--- src/rtl/bo_ep_pkg.sv ---
package bo_ep_pkg;
   typedef enum logic [1:0] {
      RX_IDLE = 2'd0,
      RX_TAKE = 2'd1,
      RX_SKIP = 2'd2
   } rx_state_t;
endpackage

--- src/rtl/bo_ep_buf.sv ---
module bo_ep_buf #(
   parameter int DEPTH = 64,
   parameter int DW    = 8,
   localparam int AW   = $clog2(DEPTH)
) (
   input  logic          clk,
   input  logic          wr_en,
   input  logic [AW-1:0] wr_addr,
   input  logic [DW-1:0] wr_data,
   input  logic [AW-1:0] rd_addr,
   output logic [DW-1:0] rd_data
);
   logic [DW-1:0] mem [DEPTH];

   always_ff @(posedge clk) begin
      if (wr_en) mem[wr_addr] <= wr_data;
   end

   assign rd_data = mem[rd_addr];
endmodule

--- src/rtl/bo_ep_rx.sv ---
module bo_ep_rx
   import bo_ep_pkg::*;
#(
   parameter int DEPTH = 64,
   parameter int DW    = 8,
   localparam int AW   = $clog2(DEPTH),
   localparam int CW   = $clog2(DEPTH + 1)
) (
   input  logic          clk,
   input  logic          rst_n,
   input  logic          tok_out,
   input  logic          rx_valid,
   input  logic          rx_end,
   input  logic          rx_good,
   input  logic          both_full,
   output logic          wr_en,
   output logic [AW-1:0] wr_addr,
   output logic          commit,
   output logic [CW-1:0] commit_len,
   output logic          hs_valid,
   output logic          hs_ack
);
   localparam logic [CW-1:0] LIMIT = CW'(DEPTH);

   rx_state_t     state;
   logic [CW-1:0] cnt, cnt_nxt;
   logic          ovf, ovf_nxt;
   logic          room;

   assign room    = (cnt != LIMIT);
   assign wr_en   = (state == RX_TAKE) && rx_valid && room;
   assign wr_addr = cnt[AW-1:0];

   always_comb begin
      cnt_nxt = cnt;
      ovf_nxt = ovf;
      if (state == RX_TAKE && rx_valid) begin
         if (room) cnt_nxt = cnt + 1'b1;
         else      ovf_nxt = 1'b1;
      end
   end

   assign commit     = (state == RX_TAKE) && rx_end && rx_good && !ovf_nxt;
   assign commit_len = cnt_nxt;

   always_ff @(posedge clk) begin
      if (!rst_n) begin
         state    <= RX_IDLE;
         cnt      <= '0;
         ovf      <= 1'b0;
         hs_valid <= 1'b0;
         hs_ack   <= 1'b0;
      end else begin
         hs_valid <= 1'b0;
         unique case (state)
            RX_IDLE: if (tok_out) begin
               cnt <= '0;
               ovf <= 1'b0;
               if (both_full) begin
                  hs_valid <= 1'b1;
                  hs_ack   <= 1'b0;
                  state    <= RX_SKIP;
               end else begin
                  state <= RX_TAKE;
               end
            end
            RX_TAKE: begin
               cnt <= cnt_nxt;
               ovf <= ovf_nxt;
               if (rx_end) begin
                  state <= RX_IDLE;
                  cnt   <= '0;
                  ovf   <= 1'b0;
                  if (commit) begin
                     hs_valid <= 1'b1;
                     hs_ack   <= 1'b1;
                  end
               end
            end
            RX_SKIP: if (rx_end) state <= RX_IDLE;
            default: state <= RX_IDLE;
         endcase
      end
   end


   nak_when_full_chk: assert property (@(posedge clk) disable iff (!rst_n)
      (state == RX_IDLE && tok_out && both_full) |=> (hs_valid && !hs_ack));


   no_hs_on_drop_chk: assert property (@(posedge clk) disable iff (!rst_n)
      (state == RX_TAKE && rx_end && (!rx_good || ovf_nxt)) |=> !hs_valid);


   len_bound_chk: assert property (@(posedge clk) disable iff (!rst_n)
      commit |-> (commit_len <= LIMIT));
endmodule

--- src/rtl/bo_ep_rdptr.sv ---
module bo_ep_rdptr #(
   parameter int DEPTH = 64,
   localparam int AW   = $clog2(DEPTH)
) (
   input  logic          clk,
   input  logic          rst_n,
   input  logic          pop,
   input  logic          release_buf,
   output logic [AW-1:0] ptr
);
   always_ff @(posedge clk) begin
      if (!rst_n)           ptr <= '0;
      else if (release_buf) ptr <= '0;
      else if (pop)         ptr <= ptr + 1'b1;
   end
endmodule

--- src/rtl/bo_ep_pingpong.sv ---
module bo_ep_pingpong #(
   parameter int DEPTH = 64,
   parameter int DW    = 8
) (
   input  logic                       clk,
   input  logic                       rst_n,
   input  logic                       tok_out,
   input  logic                       rx_valid,
   input  logic [DW-1:0]              rx_data,
   input  logic                       rx_end,
   input  logic                       rx_good,
   output logic                       hs_valid,
   output logic                       hs_ack,
   output logic                       ep_full,
   output logic                       ep_irq,
   output logic [$clog2(DEPTH+1)-1:0] rd_size,
   output logic [DW-1:0]              rd_data,
   input  logic                       rd_pop,
   input  logic                       rd_done
);
   localparam int AW   = $clog2(DEPTH);
   localparam int CW   = $clog2(DEPTH + 1);
   localparam int NBUF = 2;

   if (DEPTH < 2) begin : g_bad_depth
      $error("bo_ep_pingpong: DEPTH must be at least 2");
   end
   if (DW < 1) begin : g_bad_dw
      $error("bo_ep_pingpong: DW must be at least 1");
   end

   logic [NBUF-1:0] full;
   logic [CW-1:0]   len [NBUF];
   logic            wr_sel, rd_sel;
   logic            wr_en, commit, release_buf;
   logic [AW-1:0]   wr_addr, rd_ptr;
   logic [CW-1:0]   commit_len;
   logic [DW-1:0]   bdat [NBUF];

   bo_ep_rx #(.DEPTH(DEPTH), .DW(DW)) u_rx (
      .clk        (clk),
      .rst_n      (rst_n),
      .tok_out    (tok_out),
      .rx_valid   (rx_valid),
      .rx_end     (rx_end),
      .rx_good    (rx_good),
      .both_full  (&full),
      .wr_en      (wr_en),
      .wr_addr    (wr_addr),
      .commit     (commit),
      .commit_len (commit_len),
      .hs_valid   (hs_valid),
      .hs_ack     (hs_ack)
   );

   for (genvar g = 0; g < NBUF; g++) begin : g_buf
      bo_ep_buf #(.DEPTH(DEPTH), .DW(DW)) u_buf (
         .clk     (clk),
         .wr_en   (wr_en && (wr_sel == 1'(g))),
         .wr_addr (wr_addr),
         .wr_data (rx_data),
         .rd_addr (rd_ptr),
         .rd_data (bdat[g])
      );
   end

   assign release_buf = rd_done && full[rd_sel];

   bo_ep_rdptr #(.DEPTH(DEPTH)) u_rdptr (
      .clk         (clk),
      .rst_n       (rst_n),
      .pop         (rd_pop),
      .release_buf (release_buf),
      .ptr         (rd_ptr)
   );

   always_ff @(posedge clk) begin
      if (!rst_n) begin
         full   <= '0;
         wr_sel <= 1'b0;
         rd_sel <= 1'b0;
         ep_irq <= 1'b0;
         for (int i = 0; i < NBUF; i++) len[i] <= '0;
      end else begin
         ep_irq <= commit;
         if (commit) begin
            full[wr_sel] <= 1'b1;
            len[wr_sel]  <= commit_len;
            wr_sel       <= ~wr_sel;
         end
         if (release_buf) begin
            full[rd_sel] <= 1'b0;
            rd_sel       <= ~rd_sel;
         end
      end
   end

   assign ep_full = |full;
   assign rd_size = len[rd_sel];
   assign rd_data = bdat[rd_sel];


   commit_to_free_chk: assert property (@(posedge clk) disable iff (!rst_n)
      commit |-> !full[wr_sel]);


   irq_with_full_chk: assert property (@(posedge clk) disable iff (!rst_n)
      commit |=> (ep_irq && ep_full));


   full_clear_cause_chk: assert property (@(posedge clk) disable iff (!rst_n)
      $fell(ep_full) |-> $past(rd_done));


   idle_done_ignored_chk: assert property (@(posedge clk) disable iff (!rst_n)
      (rd_done && !ep_full && !commit) |=> (!ep_full && $stable(rd_sel)));
endmodule

--- config.mk ---
export PLATFORM = sky130hd
export DESIGN_NAME = bo_ep_pingpong
export DESIGN_NICKNAME = d
export VERILOG_FILES = /design/src/rtl/bo_ep_pkg.sv /design/src/rtl/bo_ep_buf.sv /design/src/rtl/bo_ep_rx.sv /design/src/rtl/bo_ep_rdptr.sv /design/src/rtl/bo_ep_pingpong.sv
export SDC_FILE = /design/constraint.sdc
export NUM_CORES = 1
export LEC_CHECK = 0
export BUFFER_PORTS_ARGS = -buffer_cell sky130_fd_sc_hd__buf_2
export CAP_MARGIN = 40
export CORE_MARGIN = 5
export CORE_UTILIZATION = 35
export CTS_BUF_LIST = sky130_fd_sc_hd__clkbuf_16
export CTS_CLUSTER_SIZE = 12
export DETAILED_ROUTE_END_ITERATION = 6
export PLACE_DENSITY = 0.56
export RECOVER_POWER = 100
export SLEW_MARGIN = 20
export SYNTH_ARGS = -nofsm -noshare
export SYNTH_HDL_FRONTEND = slang
export SYNTH_HIERARCHICAL = 1
export SYNTH_SLANG_ARGS = --single-unit
--- constraint.sdc ---
create_clock -name clk -period 3.05 [get_ports clk]
set_input_delay 0.4575 -clock clk [delete_from_list [all_inputs] [get_ports clk]]
set_output_delay 0.4575 -clock clk [all_outputs]
set_load 0.01 [all_outputs]
## After elaboration in Yosys (flattened, before gate mapping)

Memory sizes are Yosys's and may differ from the RTL's. A register that Yosys moved wholly into a read port is not among the register bits.
Cells that the tools add are included.

- Bits in registers: 23
- RAM bits: 1038
- Bits of input ports: 16
- Output and inout bits: 19
- Word-level logic and storage cells: 108
- Memories kept: 3

- Add/subtract/negate cells: 2
- Order comparisons: 5
- Equal/unequal tests: 8
- Multiplexer cells: 52
- Bitwise gates (word level): 7
- Reduce and logical (&&, ||, !) cells: 21

Memory list:

| memory | depth | width | rd ports | clocked after Yosys merged registers in | write ports | RTL line | source |
|---|---|---|---|---|---|---|---|
| g_buf[0].u_buf.mem | 64 | 8 | 1 | 1 | 1 | bo_ep_buf.sv:13 | `logic [DW-1:0] mem [DEPTH];` |
| g_buf[1].u_buf.mem | 64 | 8 | 1 | 1 | 1 | bo_ep_buf.sv:13 |  |
| len | 2 | 7 | 1 | 1 | 2 | bo_ep_pingpong.sv:33 | `logic [CW-1:0] len [NBUF];` |

Operators with widths:

| cell | count |
|---|---|
| $mux W7 | 5 |
| $mux W1 | 27 |
| $mux W6 | 4 |
| $mux W8 | 3 |
| $pmux W7 S2 | 1 |
| $mux W2 | 6 |
| $logic_and A1 B1 Y1 | 10 |
| $add A7 B1 Y7 const B | 1 |
| $ne A7 B7 Y1 const B | 1 |
| $reduce_or A7 Y1 | 1 |
| $add A6 B1 Y6 const B | 1 |
| $ne A2 B2 Y1 const B | 3 |
| $pmux W1 S2 | 3 |
| $reduce_and A2 Y1 | 3 |
| $reduce_or A2 Y1 | 3 |
| $reduce_and A5 Y1 | 1 |
| $lt A1 B2 Y1 const B | 2 |
| $ne A2 B1 Y1 const B | 2 |
| $pmux W2 S2 | 1 |
| $not A1 Y1 | 3 |
| $and A2 B2 Y2 | 1 |
| $demux W1 S1 | 2 |
| $eq A2 B1 Y1 const B | 1 |
| $eq A2 B2 Y1 const B | 1 |
| other kinds (8) | 9 |

## Logic depth before layout (Yosys ltp)

- Depth in word-level cells: 10
- Mapped depth: 10
- Depth with buffers taken out: 8

## By module

The synthesis kept the hierarchy.

Modules (own cells, without submodules):

| module | instances | cells an instance | area an instance (um^2) | sequential area each (um^2) |
|---|---|---|---|---|
| bo_ep_buf | 2 | 932 | 20006.7 | 15374.7 |
| bo_ep_pingpong | 1 | 82 | 967.2 | 540.5 |
| bo_ep_rx | 1 | 104 | 867.1 | 240.2 |
| bo_ep_rdptr | 1 | 25 | 245.2 | 120.1 |

## Worst setup path after synthesis

OpenSTA, ideal clock, no wires.

- Kind: reg-to-output
- Start: reg u_rdptr/ptr[0] (netlist name)
- End: out rd_data[3]
- Arrival: 2.325 ns
- Path slack: 0.267 ns
- Cell stages (with the launch flop): 8
- Buffers on the path: 2
- Cells stage by stage: dfxtp_1 > buf_6 > buf_4 > mux4_2 > mux4_2 > o21ai_1 > o41ai_1 > mux2_2

RTL lines:

| element | RTL line | source |
|---|---|---|
| end, declared | bo_ep_pingpong.sv:17 | `output logic [DW-1:0] rd_data,` |

==> results.yml <==
status:
  status: "finished, violations left"
  violations: "DRC, capacitance limit, slew limit, setup timing"
worst_setup_path:
  critPathMaxStageDelay_ps: 540
  crit_chain: "buf_12 -> buf_12 -> buf_4 -> mux4_2 -> mux4_2 -> nor2_1 -> nor3_1 -> o2bb2ai_2 -> mux2_4 -> buf_6"
  crit_slowest_cell: "mux4_2"
  startpoint: "u_rdptr/ptr[0]"
  cp-end-kind: "output port"
  cp-start-kind: "flip-flop"
  rr_worst_depth: 10
  crit_family: "multiplexers"
  critical_path_required_ps: 2590
  reg2reg_slack_ps: -110
  critPathBufInv: 4
  crit_end: "rd_data[0]"
  r2r-start: "u_rx/cnt[0]"
  rr_endpoint: "g_buf[0].u_buf/mem[38][6]"
  cp_num_cells: 10
  cp_max_fo: 7
  arrival_ps: 3350
  worst-setup-path-type: "flip-flop to output port"
detailed_routing:
  dr.pass1.iters: 7
  drt_wl_total_um: 102000
  vias: 21600
  first_iter_violations: 1905
  viasPerCell: 5.27
  ant_nets: 0
  wl_per_cell_um: 25.0
  drc: 2
synth:
  synth-edff-count: 1038
  synth_most_common_cell: "edfxtp_1"
  synth_area_leaders: "edfxtp_1, mux4_2, nor2_1"
  synth_cell_types: 64
  synth.net_count: 2096
  synth_cells: 2075
  yosysTopAreaCell: "edfxtp_1"
  ys_async_sr_fraction: 0
  synth_common_cells: "edfxtp_1, mux4_2, nor2_1"
  synth-seq-area-share: 0.752
  syn_avg_cell_area_um2: 20.3
  synth_flop_cell: "edfxtp_1"
  syn_area_um2: 42100
  synth.top_cell.area_share: 0.741
  ys_ff_latch: 1062
  synth_warnings: 6
sta:
  rsz0062_at_grt: "true"
  finalWorstPathRequiredPeriod_ps: 3810
  slew_violations: 506
  slew_headroom: -0.913
  hold_viol_final: 0
  tightestPinTransition_ps: 2870
  setup_viol: 107
  layout_setup_ws_ps: -757
  tns_ps: -9070
  clock_skew_ps: 33.9
  min_period_over_period: 1.25
  max_clock_freq_mhz: 263
place:
  post-place-ws_ps: -555
  placed_area_um2: 46100
  globalplace.congestion: 0.826
  dpl.hpwl_um: 65900
  portBuffers: 34
job:
  maxCapViolCount: 10
global_routing:
  antenna_found_initial: 1
  grt_pass1_wl_um: 151000
  grt.busiest_layer: "met2"
  grt-ovfl-total: 0
  grt_max_degree: 85
  grt_usage: 0.160
  grt_pass1_vias: 22600
  met1_usage: 0.225
  use_met3: 0.0236
  met2_usage: 0.263
die:
  initial_core_util: 0.352
  dieArea_um2: 127000
  die_w_um: 357
  core-area_um2: 120000
  row_count: 127
  die_h_um: 357
  boundaryPins: 35
final_layout:
  layout.nets: 2432
  final_layout_size_suffix_gt1_frac: 0.315
  post-route-util: 0.415
  final_area_um2: 49700
  area_growth_pct: 18.1
  antenna_cells: 0
pwr:
  p_per_area_nw_per_um2: 606
  leakage_uw: 0.0155
  total_power_uw: 30100
  clkPwrFrac: 0.394
  max-vdd-ir-drop_v: 0.000511
  combinationalPowerShare: 0.072
  internal-power_uw: 23700
  pwr-share-seq: 0.533
  switchingPower_uw: 6390
  switching_share: 0.212
cts:
  htreeDepth: 3
  cts_tree: "yes"
  cts_inserted_buffers: 106
  cts_hold_buf: 0
  clockRootBuffer: "clkbuf_16"
  clock_path_buffers: 3
  clk_transition_reported_paths_ps: 60
  cts.sinks: 1062
  clock_latency_ps: 670
min_path:
  hold_class: "primary input to flip-flop"
-- flip-flops by register name (all words and copies together) (netlist names), named ones only --
register and count:
len 14, u_rx/state 2, u_rx/hs_ack 1, rd_sel 1
u_rx/hs_valid 1, wr_sel 1, u_rx/cnt 7, ep_irq 1
u_rdptr/ptr 6, full 2, u_rx/ovf 1, g_buf.u_buf/mem 1024
-- power by group through the flow --
| stage | Combinational, µW | Sequential [µW] | Clock [µW] |
|---|---|---|---|
| final | 2180 | 16100 | 11900 |
| after global routing | 2320 | 16100 | 12800 |
| after CTS | 2210 | 16000 | 12200 |
| after detailed placement | 1980 | 16400 | 0 |
| after global placement | 1950 | 16400 | 0 |
| after floorplan | 1130 | 16400 | 0 |
-- worst min path at each step --
stage                           start          end  slack [ps]  cells past startpoint
after floorplan              u_rx/ovf     u_rx/ovf         450                      2
after global placement    u_rx/hs_ack  u_rx/hs_ack         470                      2
after detailed placement     u_rx/ovf     u_rx/ovf         480                      2
after CTS                     rd_done      full[1]          30                      2
after global routing          rd_done      full[1]          50                      2
final                         rd_done      full[1]          70                      2
-- cell type report --
class                      instances  area (µm²)
inverter                           8        30.0
timing repair buffer             343        2800
clock inverter                    66         392
multi-input combinational        890       10100
tap                             1612        2020
sequential                      1062       31700
fill                           10400       69900
clock buffer                     109        2730
-- cells by family after synthesis --
family | share of synthesized area
flops | 0.752
simple gates | 0.0442
mux | 0.157
compound gates | 0.0253
buf+inv | 0.0180
xor+xnor | 0.00166
fa+ha+maj | 0.00149
-- routing by layer --
metal / vias to the layer above / routed length, µm
li1: 9231 / -
met3: 130 / 5880
met1: 11500 / 44700
met2: 660 / 49600
met4: 0 / 1960
met5: - / 0
-- timing repair --
action | 4_1_cts | 5_1_grt
resized for setup | 102 | 23
gates cloned | 4 | 1
pin swaps | 11 | 7
endpoints found under the setup margin | 8 | 8
hold endpoints to repair | 0 | 0
buffers inserted | 14 | 0
-- per-stage QoR --
step	instances	hold WS, ps
6_report	4090	72.6
5_1_grt	4090	51.1
4_1_cts	4088	33.7
3_5_place_dp	3896	477
3_3_place_gp	3896	470
2_1_floorplan	2075	448
-- cells in the final DEF, fill, tap and decap left out, drive strengths merged, types with 4 or more instances in the layout --
| cell type | count |
|---|---|
| o221ai | 16 |
| clkinv | 27 |
| nand3 | 33 |
| and2 | 7 |
| a211oi | 9 |
| a22oi | 8 |
| xor2 | 5 |
| mux4 | 252 |
| nor2b | 35 |
| o2bb2ai | 6 |
| buf | 227 |
| clkbuf | 223 |
| inv | 44 |
| edfxtp | 1038 |
| nand2 | 59 |
| o2111ai | 6 |
| a2111oi | 4 |
| nand2b | 20 |
| a21oi | 11 |
| mux2 | 41 |
| o32ai | 4 |
| nand4 | 8 |
| o21ai | 15 |
| a221oi | 12 |
| o22ai | 16 |
| nor2 | 187 |
| mux2i | 49 |
| o21a | 7 |
| a31oi | 10 |
| dfxtp | 24 |
| nor4 | 5 |
| nor3 | 16 |
| o221a | 4 |
| ha | 5 |
| o41ai | 4 |
| nand3b | 9 |
Power figures use the tool's default switching activity.
